$ cat config.mk
export PLATFORM = sky130hd
export DESIGN_NAME = audio_rx_irq_ctrl
export DESIGN_NICKNAME = d
export VERILOG_FILES = /design/src/rtl/arx_irq_pkg.sv /design/src/rtl/arx_crc_evt.sv /design/src/rtl/arx_cs_track.sv /design/src/rtl/arx_stat_core.sv /design/src/rtl/audio_rx_irq_ctrl.sv
export SDC_FILE = /design/constraint.sdc
export NUM_CORES = 1
export LEC_CHECK = 0
export ABC_AREA = 1
export BUFFER_PORTS_ARGS = -buffer_cell sky130_fd_sc_hd__buf_4
export CAP_MARGIN = 25
export CORE_MARGIN = 4
export CORE_UTILIZATION = 54
export CTS_BUF_LIST = sky130_fd_sc_hd__clkbuf_8
export DETAILED_ROUTE_END_ITERATION = 7
export GPL_ROUTABILITY_DRIVEN = 0
export PLACE_DENSITY = 0.75
export SLEW_MARGIN = 25
export SYNTH_ARGS = -nofsm -noshare
export SYNTH_HDL_FRONTEND = slang
export SYNTH_HIERARCHICAL = 1
export SYNTH_SLANG_ARGS = --single-unit
$ cat constraint.sdc
create_clock -name clk -period 3.9 [get_ports clk]
set_input_delay 0.39 -clock clk [delete_from_list [all_inputs] [get_ports clk]]
set_output_delay 0.39 -clock clk [all_outputs]
set_load 0.03 [all_outputs]
$ cat src/rtl/arx_irq_pkg.sv
package arx_irq_pkg;

   localparam int STAT_W = 8;
   localparam int LAT_N  = 4;   // latched event bits 7..4
   localparam int LVL_N  = 4;   // level bits 3..0

   localparam int B_TOP   = 7;  // mismatch / CRC channel 2
   localparam int B_CRC   = 6;  // CRC selected / CRC channel 1
   localparam int B_CHG   = 5;
   localparam int B_SLIP  = 4;
   localparam int B_ERR   = 3;

   typedef enum logic [1:0] {
      BM_SINGLE_A = 2'd0,
      BM_SINGLE_B = 2'd1,
      BM_DUAL     = 2'd2,
      BM_DUAL_ALT = 2'd3
   } buf_mode_e;

   function automatic logic mode_is_dual(input logic [1:0] m);
      return (buf_mode_e'(m) == BM_DUAL) || (buf_mode_e'(m) == BM_DUAL_ALT);
   endfunction

endpackage

$ cat src/rtl/arx_crc_evt.sv
module arx_crc_evt (
   input  logic       clk,
   input  logic       rst_n,
   input  logic       dual,
   input  logic       ch_sel,
   input  logic       blk_end,
   input  logic       blk_viol,
   input  logic [1:0] crc_err,
   output logic       crc_lo_evt,
   output logic       crc_hi_evt
);

   logic sel_err;

   assign sel_err = ch_sel ? crc_err[1] : crc_err[0];

   always_comb begin
      crc_lo_evt = blk_viol;
      crc_hi_evt = 1'b0;
      if (dual) begin
         crc_hi_evt = blk_viol | (blk_end & crc_err[1]);
         crc_lo_evt = crc_lo_evt | (blk_end & crc_err[0]);
      end else begin
         crc_lo_evt = crc_lo_evt | (blk_end & sel_err);
      end
   end

   // CRC flag only moves at a block boundary or violation
   p_crc_boundary_r3: assert property (@(posedge clk) disable iff (!rst_n)
      (!blk_end && !blk_viol) |-> (!crc_lo_evt && !crc_hi_evt));

   // channel-2 CRC event only in dual modes
   p_crc2_dual_r4: assert property (@(posedge clk) disable iff (!rst_n)
      !dual |-> !crc_hi_evt);

endmodule

$ cat src/rtl/arx_cs_track.sv
module arx_cs_track #(
   parameter int CS_BYTES = 4,
   parameter int IDX_W    = 5,
   parameter int BYTE_W   = 8,
   parameter int N_CH     = 2
) (
   input  logic              clk,
   input  logic              rst_n,
   input  logic              dual,
   input  logic              ch_sel,
   input  logic              cs_wr,
   input  logic              cs_ch,
   input  logic [IDX_W-1:0]  cs_idx,
   input  logic [BYTE_W-1:0] cs_byte,
   input  logic              pair_vld,
   input  logic [1:0]        pair_bits,
   output logic              cchg_evt,
   output logic              csdif_evt
);

   localparam int SLOTS = N_CH * CS_BYTES;

   logic [SLOTS-1:0] slot_diff;

   for (genvar c = 0; c < N_CH; c++) begin : g_ch
      for (genvar b = 0; b < CS_BYTES; b++) begin : g_byte
         logic [BYTE_W-1:0] prev_q;
         logic              seen_q;
         logic              hit;
         logic              counts;

         assign hit    = cs_wr && (cs_ch == 1'(c)) && (cs_idx == IDX_W'(b));
         assign counts = dual || (ch_sel == 1'(c));

         always_ff @(posedge clk) begin
            if (!rst_n) begin
               prev_q <= '0;
               seen_q <= 1'b0;
            end else if (hit) begin
               prev_q <= cs_byte;
               seen_q <= 1'b1;
            end
         end

         assign slot_diff[c*CS_BYTES + b] = hit && counts && seen_q && (prev_q != cs_byte);
      end
   end

   assign cchg_evt  = |slot_diff;
   assign csdif_evt = !dual && pair_vld && (pair_bits[0] ^ pair_bits[1]);

   // change detection needs a byte write
   p_cchg_write_r7: assert property (@(posedge clk) disable iff (!rst_n)
      !cs_wr |-> !cchg_evt);

   // mismatch event never in dual modes
   p_csdif_dual_r6: assert property (@(posedge clk) disable iff (!rst_n)
      dual |-> !csdif_evt);

endmodule

$ cat src/rtl/arx_stat_core.sv
module arx_stat_core #(
   parameter int ADDR_W    = 4,
   parameter int STAT_ADDR = 0,
   parameter int LAT_N     = 4,
   parameter int LVL_N     = 4
) (
   input  logic                   clk,
   input  logic                   rst_n,
   input  logic [LAT_N-1:0]       lat_set,
   input  logic [LVL_N-1:0]       lvl_in,
   input  logic [ADDR_W-1:0]      bus_addr,
   input  logic                   bus_wr,
   input  logic                   bus_rd,
   input  logic [LAT_N+LVL_N-1:0] bus_wdata,
   output logic [LAT_N+LVL_N-1:0] bus_rdata,
   output logic                   irq_n,
   output logic                   lvl_top
);

   localparam int W = LAT_N + LVL_N;

   logic [W-1:0]     en_q, seen_q, seen_eff, evt, fire, status, rdata_q;
   logic [LVL_N-1:0] lvl_q;
   logic             irq_n_q;
   logic             rd_hit, wr_hit;

   assign rd_hit   = bus_rd && (bus_addr == ADDR_W'(STAT_ADDR));
   assign wr_hit   = bus_wr && (bus_addr == ADDR_W'(STAT_ADDR));
   assign evt      = {lat_set, lvl_in & ~lvl_q};
   assign seen_eff = rd_hit ? '0 : seen_q;
   assign fire     = evt & en_q & ~seen_eff;
   assign status   = {seen_q[W-1:LVL_N], lvl_q};

   always_ff @(posedge clk) begin
      if (!rst_n) begin
         en_q    <= '0;
         seen_q  <= '0;
         lvl_q   <= '0;
         irq_n_q <= 1'b1;
         rdata_q <= '0;
      end else begin
         seen_q  <= seen_eff | evt;
         lvl_q   <= lvl_in;
         irq_n_q <= ~|fire;
         if (wr_hit) en_q <= bus_wdata;
         if (bus_rd) rdata_q <= rd_hit ? status : '0;
      end
   end

   assign bus_rdata = rdata_q;
   assign irq_n     = irq_n_q;
   assign lvl_top   = lvl_q[LVL_N-1];

   // a read with no new event leaves the latched bits clear
   p_rd_clear_r10: assert property (@(posedge clk) disable iff (!rst_n)
      (rd_hit && lat_set == '0) |=> (seen_q[W-1:LVL_N] == '0));

   // an interrupt needs some enabled bit
   p_irq_enabled_r12: assert property (@(posedge clk) disable iff (!rst_n)
      !irq_n_q |-> ($past(en_q) != '0));

   // a pulse on a level bit needs a rise seen last cycle
   p_lvl_pulse_r12: assert property (@(posedge clk) disable iff (!rst_n)
      (!irq_n_q && $past(lat_set) == '0) |-> ($past(lvl_in & ~lvl_q) != '0));

endmodule

$ cat src/rtl/audio_rx_irq_ctrl.sv
module audio_rx_irq_ctrl #(
   parameter int DATA_W    = 8,
   parameter int ADDR_W    = 4,
   parameter int STAT_ADDR = 0,
   parameter int CS_BYTES  = 4,
   parameter int CS_IDX_W  = 5,
   parameter int ERR_N     = 5,
   parameter int FLAG_N    = 3
) (
   input  logic                clk,
   input  logic                rst_n,
   input  logic [1:0]          buf_mode,
   input  logic                ch_sel,
   input  logic                slave_mode,
   input  logic                blk_end,
   input  logic                blk_viol,
   input  logic [1:0]          crc_err,
   input  logic                pair_vld,
   input  logic [1:0]          pair_bits,
   input  logic                cs_wr,
   input  logic                cs_ch,
   input  logic [CS_IDX_W-1:0] cs_idx,
   input  logic [7:0]          cs_byte,
   input  logic                slip_evt,
   input  logic [ERR_N-1:0]    err_src,
   input  logic [ERR_N-1:0]    err_en,
   input  logic [FLAG_N-1:0]   pos_flags,
   input  logic [ADDR_W-1:0]   bus_addr,
   input  logic                bus_wr,
   input  logic                bus_rd,
   input  logic [DATA_W-1:0]   bus_wdata,
   output logic [DATA_W-1:0]   bus_rdata,
   output logic                irq_n,
   output logic                err_flag
);

   import arx_irq_pkg::*;

   localparam int LVL_W = FLAG_N + 1;

   initial begin
      assert (DATA_W == STAT_W) else $error("status byte must be %0d bits", STAT_W);
      assert (LVL_W == LVL_N) else $error("flag count must give %0d level bits", LVL_N);
      assert (CS_BYTES >= 1 && CS_BYTES <= (1 << CS_IDX_W)) else $error("CS_BYTES out of range");
      assert (ERR_N >= 1) else $error("ERR_N must be positive");
   end

   logic             dual;
   logic             crc_lo, crc_hi, cchg, csdif, erf;
   logic [LAT_N-1:0] lat_set;
   logic [LVL_W-1:0] lvl_in;

   assign dual = mode_is_dual(buf_mode);
   assign erf  = |(err_src & err_en);

   arx_crc_evt u_crc (
      .clk(clk), .rst_n(rst_n), .dual(dual), .ch_sel(ch_sel),
      .blk_end(blk_end), .blk_viol(blk_viol), .crc_err(crc_err),
      .crc_lo_evt(crc_lo), .crc_hi_evt(crc_hi)
   );

   arx_cs_track #(.CS_BYTES(CS_BYTES), .IDX_W(CS_IDX_W), .BYTE_W(8), .N_CH(2)) u_cs (
      .clk(clk), .rst_n(rst_n), .dual(dual), .ch_sel(ch_sel),
      .cs_wr(cs_wr), .cs_ch(cs_ch), .cs_idx(cs_idx), .cs_byte(cs_byte),
      .pair_vld(pair_vld), .pair_bits(pair_bits),
      .cchg_evt(cchg), .csdif_evt(csdif)
   );

   assign lat_set = {crc_hi | csdif, crc_lo, cchg, slip_evt & slave_mode};
   assign lvl_in  = {erf, pos_flags};

   arx_stat_core #(.ADDR_W(ADDR_W), .STAT_ADDR(STAT_ADDR), .LAT_N(LAT_N), .LVL_N(LVL_W)) u_core (
      .clk(clk), .rst_n(rst_n), .lat_set(lat_set), .lvl_in(lvl_in),
      .bus_addr(bus_addr), .bus_wr(bus_wr), .bus_rd(bus_rd),
      .bus_wdata(bus_wdata), .bus_rdata(bus_rdata),
      .irq_n(irq_n), .lvl_top(err_flag)
   );

   // error flag follows the enabled sources one clock later
   p_err_flag_r9: assert property (@(posedge clk) disable iff (!rst_n)
      err_flag == $past(erf));

   // slip never latched while the serial port is master
   p_slip_master_r8: assert property (@(posedge clk) disable iff (!rst_n)
      (!slave_mode && slip_evt && !bus_rd && !u_core.seen_q[B_SLIP]) |=> !u_core.seen_q[B_SLIP]);

endmodule

### Word-level counts from Yosys, hierarchy flattened

Cells that the tools add are included.

| storage, ports and cells | value |
|---|---|
| word-level logic and storage cells | 105 |
| flip-flop bits (word level) | 101 |
| output and inout bits | 10 |

| cells by class | value |
|---|---|
| mux-type cells | 5 |
| equal/unequal tests | 13 |
| bitwise operators | 18 |
| reductions and logical operators | 48 |

Operator list:

| cell | number |
|---|---|
| $ne A8 B8 Y1 | 8 |
| $logic_and A1 B1 Y1 | 38 |
| $and A8 B8 Y8 | 2 |
| $mux W8 | 2 |
| $reduce_or A8 Y1 | 2 |
| $eq A5 B2 Y1 const B | 2 |
| $not A8 Y8 | 1 |
| $or A8 B8 Y8 | 1 |
| $and A5 B5 Y5 | 1 |
| $eq A5 B1 Y1 const B | 1 |
| $logic_not A5 Y1 | 1 |
| $reduce_or A5 Y1 | 1 |
| $and A1 B1 Y1 | 4 |
| $and A4 B4 Y4 | 1 |
| $eq A2 B2 Y1 const B | 2 |
| $logic_not A4 Y1 | 1 |
| $not A4 Y4 | 1 |
| $or A1 B1 Y1 | 4 |
| $logic_or A1 B1 Y1 | 3 |
| $mux W1 | 3 |
| $logic_not A1 Y1 | 2 |
| $not A1 Y1 | 2 |
| $xor A1 B1 Y1 | 1 |

### Longest topological paths before layout

Gate-level depths: netlist (run 1).

| logic depth | value |
|---|---|
| word-level depth | 11 |
| depth in mapped cells | 18 |
| mapped depth without buffers | 17 |

### Modules after synthesis

The synthesis (run 1) kept the hierarchy.

By module, submodules not included:

| module | cells each | area each (µm²) | seq. area each (µm²) | times used |
|---|---|---|---|---|
| arx_cs_track | 488 | 3751.1 | 1441.4 | 1 |
| arx_stat_core | 151 | 1116.1 | 580.6 | 1 |
| audio_rx_irq_ctrl | 15 | 58.8 | 0.0 | 1 |
| arx_crc_evt | 11 | 45.0 | 0.0 | 1 |

### Worst setup path after synthesis (run 1)

Ideal clock, no wire load.

| timing path | value |
|---|---|
| path kind | input to register |
| start point | input cs_byte[3] |
| end point | register u_core.irq_n_q (netlist: u_core/irq_n) |
| data required time | 3839 ps |
| library setup time | 61 ps |
| cell stages on the path | 17 |
| setup slack | 2271 ps |
| buffers on the path | 2 |
| arrival | 1567 ps |
| cells stage by stage | buf_4 buf_6 xnor2_1 nand2_1 nor2_1 nand2_1 nand2_1 nand2_1 nor2_1 nand2_1 nand2_1 inv_1 nand2_1 nand2_1 nor2_1 nand2_1 nand2_1 |

| on the way | value |
|---|---|
| longest elaborated chain between the ends | 7 |

Ends and longest elaborated chain:

| element | RTL line | source |
|---|---|---|
| start: declaration | audio_rx_irq_ctrl.sv:23 | `input logic [7:0] cs_byte,` |
| $ne A8 B8 Y1 | arx_cs_track.sv:45 | `assign slot_diff[c*CS_BYTES + b] = hit && counts && seen_q && (prev_q != cs_byte);` |
| $logic_and A1 B1 Y1 | arx_cs_track.sv:45 |  |
| $reduce_or A8 Y1 * | arx_cs_track.sv:49 | `assign cchg_evt = \|slot_diff;` |
| via cchg | audio_rx_irq_ctrl.sv:49 | `logic crc_lo, crc_hi, cchg, csdif, erf;` |
| $and A8 B8 Y8 * (2 in series) | arx_stat_core.sv:31 | `assign fire = evt & en_q & ~seen_eff;` |
| $reduce_or A8 Y1 * | arx_stat_core.sv:44 | `irq_n_q <= ~\|fire;` |
| $logic_not A1 Y1 * | arx_stat_core.sv:44 |  |
| end signal: assignment | arx_stat_core.sv:44 |  |
| end: declaration | arx_stat_core.sv:24 | `logic irq_n_q;` |

The timed path passes the listed nets; every way through them passes the cells marked *.
A chain may end at the register's enable or synchronous reset.

### Worst setup path in the final report (run 1)

| timing path | value |
|---|---|
| start point | input cs_idx[3] |
| end point | register u_core.irq_n_q (netlist: u_core/irq_n) |

| on the way | value |
|---|---|
| longest elaborated chain between the ends | 10 |

Ends and longest elaborated chain:

| element | RTL line | source |
|---|---|---|
| start: declaration | audio_rx_irq_ctrl.sv:22 | `input logic [CS_IDX_W-1:0] cs_idx,` |
| $eq A5 B1 Y1, or another cell as far along | arx_cs_track.sv:32 | `assign hit = cs_wr && (cs_ch == 1'(c)) && (cs_idx == IDX_W'(b));` |
| $logic_and A1 B1 Y1 | arx_cs_track.sv:32 |  |
| $logic_and A1 B1 Y1 (3 in series) | arx_cs_track.sv:45 |  |
| $reduce_or A8 Y1 * | arx_cs_track.sv:49 |  |
| via cchg | audio_rx_irq_ctrl.sv:49 |  |
| $and A8 B8 Y8 * (2 in series) | arx_stat_core.sv:31 |  |
| $reduce_or A8 Y1 * | arx_stat_core.sv:44 |  |
| $logic_not A1 Y1 * | arx_stat_core.sv:44 |  |

Marks and branches as above.

==> results of run 1 <==
-- registers in the layout (all words and copies together) (netlist names) --
signal                   count
u_core/bus_rdata             8
u_core/lvl_q                 4
u_core/irq_n                 1
u_core/en_q                  8
u_cs/g_ch.g_byte.prev_q     64
u_cs/g_ch.g_byte.seen_q      8
u_core/seen_q                8
-- cell usage in the layout (no fill, tap or decap), types with 9 or more instances in the layout --
| master | n |
|---|---|
| dfxtp_1 | 101 |
| inv_2 | 12 |
| o21ai_0 | 27 |
| buf_4 | 64 |
| inv_1 | 54 |
| xnor2_1 | 57 |
| nor2_1 | 93 |
| a21oi_1 | 64 |
| o21ai_1 | 42 |
| nand2_1 | 141 |
| clkbuf_8 | 9 |
-- report_power, final --
part           switching, mW  total, mW  internal, mW
sequential           0.00814       1.06          1.05
clock                  0.370      0.670         0.300
combinational          0.124      0.215        0.0903
total                  0.503       1.94          1.44
-- area by class of cell --
type | instances | area (µm²)
well taps | 108 | 135.1
inverters | 69 | 270.3
multi-input cells | 466 | 2451
clock inverters | 7 | 75.07
clock buffers | 9 | 123.9
repair buffers | 64 | 480.5
fillers | 811 | 3291
flip-flops and latches | 101 | 2022
-- through the flow --
stage               total power, mW  instance area, µm²  instances  worst slack (ps)  utilization [%]
floorplan                     1.224                4971        665              2271                -
global placement              1.289                5359        808              1830            60.56
detailed placement            1.294                5359        808              1788            60.56
CTS                           1.958                5558        824              2201            62.81
global route                  2.023                5558        824              2005            62.81
finish                        1.940                5558        824              2190            62.81
-- synthesized netlist by cell type (4+ instances only) --
library cell	number
nand2_1	141
nor2_2	6
dfxtp_1	101
xnor2_1	57
nor2_1	93
a21oi_1	64
buf_6	10
inv_1	54
nor2_4	6
buf_2	4
nand3_1	6
o21ai_1	42
buf_4	6
inv_2	12
nand2_4	6
clkbuf_1	8
o21ai_0	27
-- final timing paths --
check                                                      start         endpoint  slack, ps  depth (start not counted)
worst max-delay path                                   cs_idx[3]     u_core/irq_n       2190                         17
worst min-delay path                                pos_flags[2]  u_core/lvl_q[2]        210                          3
worst max register to register  u_cs/g_ch[0].g_byte[2].prev_q[1]     u_core/irq_n       2250                         17
worst min register to register                    u_core/en_q[6]   u_core/en_q[6]        460                          2
-- routing by layer --
layer	global-route usage [%]	up-vias	share of wire, %
li1	-	2164	-
met1	25.45	1886	45
met2	34.08	76	50
met3	3.600	13	3.7
met4	7.217	0	1.3
met5	0	-	0
-- tightest hold or removal path, cell delays in order --
cell and delay (ps):
buf_4 80, nand2_1 40, inv_1 40
-- cell families (layout without fill, tap and decap cells) --
logic type	count (synthesis)	after routing	synth area share, %
AND/OR/NAND/NOR	270	270	24.84
AO/OA/AOI/OAI	139	139	14.42
flip-flops	101	101	40.67
buffers and inverters	98	149	10.02
XOR/XNOR	57	57	10.04
==> flow_metrics.env, run 1 <==
export IMPL_setup_viol=0
export IMPL_irDropWorstVdd_uv=226.1
export IMPL_num_antenna_cells=0
export IMPL_worstMarginPinSlew_ps=704.2
export IMPL_row_count=34
export IMPL_hold_buffers=0
export IMPL_crit_path_end_kind="flop"
export IMPL_viasPerCell=5.023
export IMPL_drtAntennaViolNets=0
export IMPL_clk_latency_ps=360
export IMPL_grt_pass1_wl_mm=18.04
export IMPL_path_class="in2reg"
export IMPL_synth_area_leaders="dfxtp_1 41%, nand2_1 11%, xnor2_1 10%"
export IMPL_period_share_pct=43.86
export IMPL_cts_root_buf="clkbuf_8"
export IMPL_fin_setup_tns_ps=0
export IMPL_cts_resized=0
export IMPL_clockBufferDepth=2
export IMPL_period_minus_slack_ps=1710
export IMPL_fmax_mhz=584.6
export IMPL_path_buf_inv=2
export IMPL_cts_max_level=3
export IMPL_tritoncts="yes"
export IMPL_grt_pass1_vias=3802
export IMPL_nets=767
export IMPL_dpl_hpwl_mm=7.558
export IMPL_crit_family="simple AND/OR/NAND/NOR gates"
export IMPL_track_usage_pct=20.04
export IMPL_yosys_most_used_dff="dfxtp_1"
export IMPL_leakagePower_nw=2.367
export IMPL_cp_required_ps=4140
export IMPL_synth_cells=665
export IMPL_fin_skew_ps=6.584
export IMPL_power_density_mw_per_mm2=349.1
export IMPL_antenna_found_initial=0
export IMPL_ys_types=31
export IMPL_maxCapViolations=0
export IMPL_cts_buffers=9
export IMPL_yosysTopAreaCell="dfxtp_1"
export IMPL_start_util_pct=56.18
export IMPL_relSlewSlack_pct=53.05
export IMPL_hold_class="in2reg"
export IMPL_syn_num_nets=721
export IMPL_die_y_um=103.9
export IMPL_core_area_mm2=0.008848
export IMPL_crit_chain="buf_4 > nor2_8 > nand3_4 > nor2_4 > nand2_1 > nor2_1 > nand2_1 > nand2_1 > nor2_1 > nand2_1 > nand2_1 > inv_1 > nand2_1 > nand2_1 > nor2_1 > nand2_1 > nand2_1"
export IMPL_hold_ws_ps=205.4
export IMPL_grt_setup_unrepaired="no"
export IMPL_overflow=0
export IMPL_status="finished clean"
export IMPL_cts_sinks=101
export IMPL_synth_seq_cells=101
export IMPL_drt_initial_drc_count=192
export IMPL_wirelength_mm=10.74
export IMPL_first_pass_iters=7
export IMPL_post_cts_repair_setup_buffers=0
export IMPL_slowest_stage="nor2_4"
export IMPL_drv_slew=0
export IMPL_crit_top_cell="nand2_1"
export IMPL_io_pins=66
export IMPL_async_flop_share_pct=0
export IMPL_hold_viol=0
export IMPL_slowest_delay_ps=310
export IMPL_area_growth_pct=11.80
export IMPL_wl_per_cell_um=13.03
export IMPL_synth_top_area_share_pct=40.67
export IMPL_synth_edf_count=0
export IMPL_drcViolationCount=0
export IMPL_dieArea_mm2=0.01080
export IMPL_die_w_um=103.9
export IMPL_seq_area_frac_synth_pct=40.67
export IMPL_synthesis_area_mm2=0.004971
export IMPL_grt_max_degree=80
export IMPL_port_buffers=64
export IMPL_cp_max_fo=14
export IMPL_worstSetupStartpointType="primary input"
export IMPL_drive_gt1_share_pct=17.88
export IMPL_crit_arrival_ps=1950
export IMPL_vias=4139
export IMPL_syn_avg_cell_area_um2=7.475
export IMPL_yosysWarnings=6
export IMPL_clkTransAtPathRegs_ps=100
Note: power is estimated with default switching activity, not from simulation.
==> run 2, diff against run 1 <==
--- a/config.mk
+++ b/config.mk
@@ -5,7 +5,7 @@
 export SDC_FILE = /design/constraint.sdc
 export NUM_CORES = 1
 export LEC_CHECK = 0
-export ABC_AREA = 1
+export ABC_AREA = 0
 export BUFFER_PORTS_ARGS = -buffer_cell sky130_fd_sc_hd__buf_4
 export CAP_MARGIN = 25
 export CORE_MARGIN = 4
@@ -13,7 +13,7 @@
 export CTS_BUF_LIST = sky130_fd_sc_hd__clkbuf_8
 export DETAILED_ROUTE_END_ITERATION = 7
 export GPL_ROUTABILITY_DRIVEN = 0
-export PLACE_DENSITY = 0.75
+export PLACE_DENSITY = 0.79
 export SLEW_MARGIN = 25
 export SYNTH_ARGS = -nofsm -noshare
 export SYNTH_HDL_FRONTEND = slang
==> constraint.sdc (replaced) <==
create_clock -name clk -period 1.5 [get_ports clk]
set_input_delay 0.15 -clock clk [delete_from_list [all_inputs] [get_ports clk]]
set_output_delay 0.15 -clock clk [all_outputs]
set_load 0.03 [all_outputs]
==> run 2 against run 1 <==
  * The run now ends with setup timing left
  * Synthesized area fell by 3.8%
  * Critical path depth fell by 6
  * First-iteration DRC count rose by 5.2%
  * Wire length fell by 1.0%
  * Die area fell by 3.5%
  * Sequential power rose to 2.6 times the previous value
  * Global-route usage rose by 0.70 points
  * Non-clock buffer count rose by 36
  * Final cell count fell by 15%
  * Clock skew rose by 2.8 ps
==> flow_metrics.env, run 2 <==
export IMPL_core_area_mm2=0.008678
export IMPL_wl_per_cell_um=15.20
export IMPL_seq_area_frac_synth_pct=42.29
export IMPL_drive_gt1_share_pct=23.01
export IMPL_yosysTopAreaCell="dfxtp_1"
export IMPL_async_flop_share_pct=0
export IMPL_synthesis_area_mm2=0.004781
export IMPL_fin_skew_ps=9.431
export IMPL_fin_setup_tns_ps=-968.5
export IMPL_drv_slew=0
export IMPL_track_usage_pct=20.74
export IMPL_grt_max_degree=73
export IMPL_fmax_mhz=513.4
export IMPL_antenna_found_initial=0
export IMPL_yosys_most_used_dff="dfxtp_1"
export IMPL_io_pins=66
export IMPL_start_util_pct=55.09
export IMPL_row_count=34
export IMPL_path_class="in2reg"
export IMPL_vias=3774
export IMPL_hold_viol=0
export IMPL_dieArea_mm2=0.01042
export IMPL_cp_max_fo=3
export IMPL_syn_avg_cell_area_um2=9.283
export IMPL_clockBufferDepth=2
export IMPL_synth_most_common_cell="dfxtp_1"
export IMPL_leakagePower_nw=1.970
export IMPL_setup_viol=10
export IMPL_crit_path_end_kind="flop"
export IMPL_num_antenna_cells=0
export IMPL_area_growth_pct=21.15
export IMPL_cts_root_buf="clkbuf_8"
export IMPL_tritoncts="yes"
export IMPL_yosysWarnings=6
export IMPL_violations="setup timing"
export IMPL_synthTopCellsByCount="101 x dfxtp_1, 64 x xnor2_1, 53 x nor2b_1"
export IMPL_cts_sinks=101
export IMPL_switching_share_pct=24.13
export IMPL_setup_ws_ps=-447.7
export IMPL_post_route_util_pct=66.74
export IMPL_clkTransAtPathRegs_ps=100
export IMPL_hold_class="in2reg"
export IMPL_first_pass_iters=4
export IMPL_final_common_cell="dfxtp_1"
export IMPL_hold_ws_ps=41.50
export IMPL_p_int_mw=3.808
export IMPL_irDropWorstVdd_uv=408.2
export IMPL_syn_num_nets=571
export IMPL_die_y_um=102.1
export IMPL_status="finished with violations"
export IMPL_relSlewSlack_pct=65.87
export IMPL_cp_required_ps=1760
export IMPL_worstMarginPinSlew_ps=507.7
export IMPL_synth_seq_cells=101
export IMPL_overflow=0
export IMPL_period_minus_slack_ps=1948
export IMPL_place_worst_setup_slack_ps=-813.8
export IMPL_grt_pass1_wl_mm=17.06
export IMPL_ys_types=45
export IMPL_wirelength_mm=10.63
export IMPL_drt_initial_drc_count=202
export IMPL_clk_latency_ps=360
export IMPL_power_frac_comb_pct=10.7
export IMPL_grt_pass1_vias=3491
export IMPL_drcViolationCount=0
export IMPL_p_clk_share_pct=34.7
export IMPL_synth_cells=515
export IMPL_largest_reg_flops=64
export IMPL_grt_setup_unrepaired="yes"
export IMPL_viasPerCell=5.399
export IMPL_layout_common_cells="96 x dfxtp_1, 90 x buf_4, 61 x xnor2_1"
export IMPL_drtAntennaViolNets=0
export IMPL_maxCapViolations=0
export IMPL_switching_power_mw=1.211
export IMPL_dpl_hpwl_mm=7.408
export IMPL_synth_area_leaders="dfxtp_1 42%, xnor2_1 12%, mux2i_1 8.6%"
export IMPL_synth_top_area_share_pct=42.29
export IMPL_cts_buffers=9
export IMPL_p_seq_share_pct=54.6
export IMPL_synth_edf_count=0
export IMPL_crit_arrival_ps=2200
export IMPL_totalPowerFinal_mw=5.019
export IMPL_top_register="u_cs/g_ch.g_byte.prev_q"
export IMPL_worstSetupStartpointType="primary input"
export IMPL_period_share_pct=129.8
export IMPL_die_w_um=102.1
export IMPL_port_buffers=64
export IMPL_cts_max_level=3
export IMPL_nets=643
export IMPL_power_density_mw_per_mm2=866.5
[run 2: changes by cell type after synthesis, moves of 24 or more]
| cell | before | now |
|---|---|---|
| nand2_1 | 141 | 47 |
| mux2i_1 | 0 | 41 |
| inv_1 | 54 | 2 |
| nor2b_1 | 0 | 53 |
| o21ai_1 | 42 | 1 |
| a21boi_0 | 0 | 24 |
| a21oi_1 | 64 | 26 |
| nor2_1 | 93 | 18 |
[run 2: final timing paths]
| check | to | slack, ps | cells after the start | startpoint |
|---|---|---|---|---|
| worst max-delay path | u_core/irq_n | -450 | 11 | cs_idx[0] |
| worst min-delay path | u_core/en_q[0] | 40 | 3 | bus_wdata[0] |
| worst max register to register | u_core/irq_n | -360 | 10 | u_cs/g_ch[0].g_byte[2].prev_q[5] |
| worst min register to register | u_core/en_q[2] | 460 | 2 | u_core/en_q[2] |
[run 2: power by group through the flow]
stage / combinational (mW) / clock [mW] / sequential, mW
final: 0.537 / 1.74 / 2.74
after detailed placement: 0.517 / 0 / 2.80
after global placement: 0.507 / 0 / 2.80
after CTS: 0.528 / 1.78 / 2.74
after global routing: 0.584 / 1.90 / 2.74
after floorplan: 0.294 / 0 / 2.80
[run 2: worst max-delay path, stage by stage]
cell,delay [ps]
buf_6,90
or4_4,570
nor4b_4,390
o211ai_4,110
nand4_2,90
mux2i_1,90
a21oi_2,190
nand2_1,100
o22ai_1,190
nor2_1,60
a41o_1,170
[run 2: cells by family (layout without fill, tap and decap cells)]
| kind of cell | after synthesis | after routing | synth area share (%) |
|---|---|---|---|
| AND/OR/NAND/NOR | 176 | 176 | 20.65 |
| flip-flops | 101 | 101 | 42.29 |
| AO/OA/AOI/OAI | 91 | 91 | 12.59 |
| XOR/XNOR | 65 | 65 | 11.91 |
| multiplexers | 41 | 41 | 8.584 |
| buffers and inverters | 41 | 117 | 3.978 |
[run 2: metrics by stage]
step | std cells | cell area, µm²
3_5_place_dp | 677 | 5449
3_3_place_gp | 677 | 5449
5_1_grt | 699 | 5792
2_1_floorplan | 515 | 4786
4_1_cts | 696 | 5695
6_report | 699 | 5792
[run 2: per-layer routing]
metal | vias to the layer above | GRT usage [%] | routed length [µm]
met3 | 14 | 4.642 | 654
met4 | 0 | 5.853 | 157
li1 | 1886 | - | -
met2 | 95 | 32.43 | 4987
met5 | - | 0 | 0
met1 | 1779 | 28.94 | 4829
[run 2: cell type report]
type                    instances  area [µm²]
flip-flops and latches        101        2028
multi-input cells             373        2610
clock buffers                  10       137.6
fillers                       697        2887
repair buffers                100       815.8
well taps                     108       135.1
clock inverters                 5       57.56
inverters                       2       7.507
[run 2: repair_timing]
item	in CTS	in global routing
buffers inserted	1	3
hold endpoints to repair	3	0
cloned	0	1
pin swaps	3	11
gates resized for setup	5	13
endpoints found under the setup margin	4	12
hold buffers	3	0
==> run 3, diff against run 2 <==
--- a/config.mk
+++ b/config.mk
@@ -12,8 +12,7 @@
 export CORE_UTILIZATION = 54
 export CTS_BUF_LIST = sky130_fd_sc_hd__clkbuf_8
 export DETAILED_ROUTE_END_ITERATION = 7
-export GPL_ROUTABILITY_DRIVEN = 0
-export PLACE_DENSITY = 0.79
+export PLACE_DENSITY = 0.76
 export SLEW_MARGIN = 25
 export SYNTH_ARGS = -nofsm -noshare
 export SYNTH_HDL_FRONTEND = slang
==> constraint.sdc (replaced) <==
create_clock -name clk -period 2 [get_ports clk]
set_input_delay 0.2 -clock clk [delete_from_list [all_inputs] [get_ports clk]]
set_output_delay 0.2 -clock clk [all_outputs]
set_load 0.03 [all_outputs]
==> run 3 against run 2 <==
  * The run now ends clean
  * Largest cell class unchanged
  * Non-clock buffer count is 20 lower
  * Hold slack gained 12 ps
  * Clock power is 19% lower
  * Critical path depth is the same
==> flow_metrics.env, run 3 (synthesis results as in run 2) <==
export IMPL_relSlewSlack_pct=48.59
export IMPL_clk_latency_ps=360
export IMPL_wirelength_mm=10.24
export IMPL_grt_pass1_vias=3521
export IMPL_grt_setup_unrepaired="yes"
export IMPL_post_route_util_pct=64.53
export IMPL_tritoncts="yes"
export IMPL_clockBufferDepth=2
export IMPL_drv_slew=0
export IMPL_nets=623
export IMPL_period_share_pct=95.19
export IMPL_vias=3679
export IMPL_fin_skew_ps=3.802
export IMPL_irDropWorstVdd_uv=508.7
export IMPL_cts_buffers=9
export IMPL_setup_viol=0
export IMPL_drtAntennaViolNets=0
export IMPL_place_inst=663
export IMPL_row_count=34
export IMPL_leakagePower_nw=1.858
export IMPL_cts_sinks=101
export IMPL_die_w_um=102.1
export IMPL_viasPerCell=5.410
export IMPL_top_register="u_cs/g_ch.g_byte.prev_q"
export IMPL_placed_cell_area_mm2=0.005331
export IMPL_num_antenna_cells=0
export IMPL_worstSetupStartpointType="primary input"
export IMPL_grt_max_degree=41
export IMPL_drcViolationCount=0
export IMPL_io_pins=66
export IMPL_drive_gt1_share_pct=20.63
export IMPL_place_congestion=0.7980
export IMPL_core_area_mm2=0.008678
export IMPL_final_cells=680
export IMPL_crit_arrival_ps=2160
export IMPL_wl_per_cell_um=15.06
export IMPL_antenna_found_initial=0
export IMPL_layout_common_cells="96 x dfxtp_1, 78 x buf_4, 61 x xnor2_1"
export IMPL_start_util_pct=55.09
export IMPL_port_buffers=64
export IMPL_overflow=0
export IMPL_area_growth_pct=17.14
export IMPL_first_pass_iters=4
export IMPL_die_y_um=102.1
export IMPL_final_common_cell="dfxtp_1"
export IMPL_cts_root_buf="clkbuf_8"
export IMPL_setup_ws_ps=96.30
export IMPL_path_class="in2reg"
export IMPL_hold_class="in2reg"
export IMPL_period_minus_slack_ps=1904
export IMPL_worstMarginPinSlew_ps=770.2
export IMPL_cp_max_fo=5
export IMPL_dieArea_mm2=0.01042
export IMPL_clkTransAtPathRegs_ps=100
export IMPL_fmax_mhz=525.3
export IMPL_maxCapViolations=0
export IMPL_hold_viol=0
export IMPL_drt_initial_drc_count=128
export IMPL_hold_buffers=0
export IMPL_final_cell_area_mm2=0.005600
export IMPL_power_density_mw_per_mm2=685.6
export IMPL_dpl_hpwl_mm=7.327
export IMPL_status="finished clean"
export IMPL_cp_required_ps=2250
export IMPL_largest_reg_flops=64
export IMPL_track_usage_pct=20.44
export IMPL_fillers=747
export IMPL_grt_pass1_wl_mm=16.79
export IMPL_place_worst_setup_slack_ps=-362.2
export IMPL_totalPowerFinal_mw=3.839
export IMPL_crit_path_end_kind="flop"
export IMPL_cts_max_level=3
## run 3: cell count changes in the layout (fill, tap and decap cells not counted), sizes merged
cell,change
inv,-1
buf,-16
bufinv,+1
dlygate4sd3,-3
clkinvlp,+2
clkbuf,-2
## run 3: layout make-up
class / count / area [µm²] / share of cell area (%)
inverters: 2 / 7.507 / 0.1340
clock inverters: 7 / 97.59 / 1.743
well taps: 108 / 135.1 / 2.413
clock buffers: 9 / 123.9 / 2.212
multi-input cells: 373 / 2600 / 46.43
flip-flops and latches: 101 / 2028 / 36.22
repair buffers: 80 / 608.1 / 10.86
## run 3: layer usage
| layer | GRT usage, % | share of wire, % | vias up |
|---|---|---|---|
| met1 | 27.94 | 47 | 1738 |
| met5 | 0 | 0 | - |
| met2 | 33.23 | 47 | 78 |
| li1 | - | - | 1852 |
| met4 | 5.651 | 1.1 | 0 |
| met3 | 3.891 | 5.0 | 11 |
## run 3: final timing paths
check / startpoint / to / slack [ps] / depth (start not counted)
max: cs_idx[0] / u_core/irq_n / 100 / 11
min: pos_flags[0] / u_core/lvl_q[0] / 50 / 2
max reg2reg: u_cs/g_ch[1].g_byte[3].prev_q[6] / u_core/irq_n / 130 / 10
min reg2reg: u_core/en_q[5] / u_core/en_q[5] / 470 / 2
## run 3: power by group
group	internal [mW]	switching [mW]
logic	0.184	0.187
registers	2.04	0.0180
clock network	0.709	0.706
## run 3: what timing repair did
item / 4_1_cts / 5_1_grt
buffers inserted: 0 / 1
endpoints found under the setup margin: 0 / 1
resized for setup: 0 / 11
## run 3: critical path, stage by stage
cell and delay [ps]:
buf_6 90, or4_4 600, nor4b_4 360, o211ai_4 110
nand4_2 80, mux2i_1 80, a21oi_2 160, nand2_1 80
o22ai_1 140, nor2_1 60, a41o_1 180
## run 3: through the flow
| stage | hold slack [ps] | setup TNS [ps] |
|---|---|---|
| final | 53.30 | 0 |
| after floorplan | 321.7 | -246.5 |
| after CTS | 41.13 | 0 |
| after global placement | 422.3 | -307.6 |
| after global routing | 33.47 | -2.660 |
| after detailed placement | 425.3 | -362.2 |
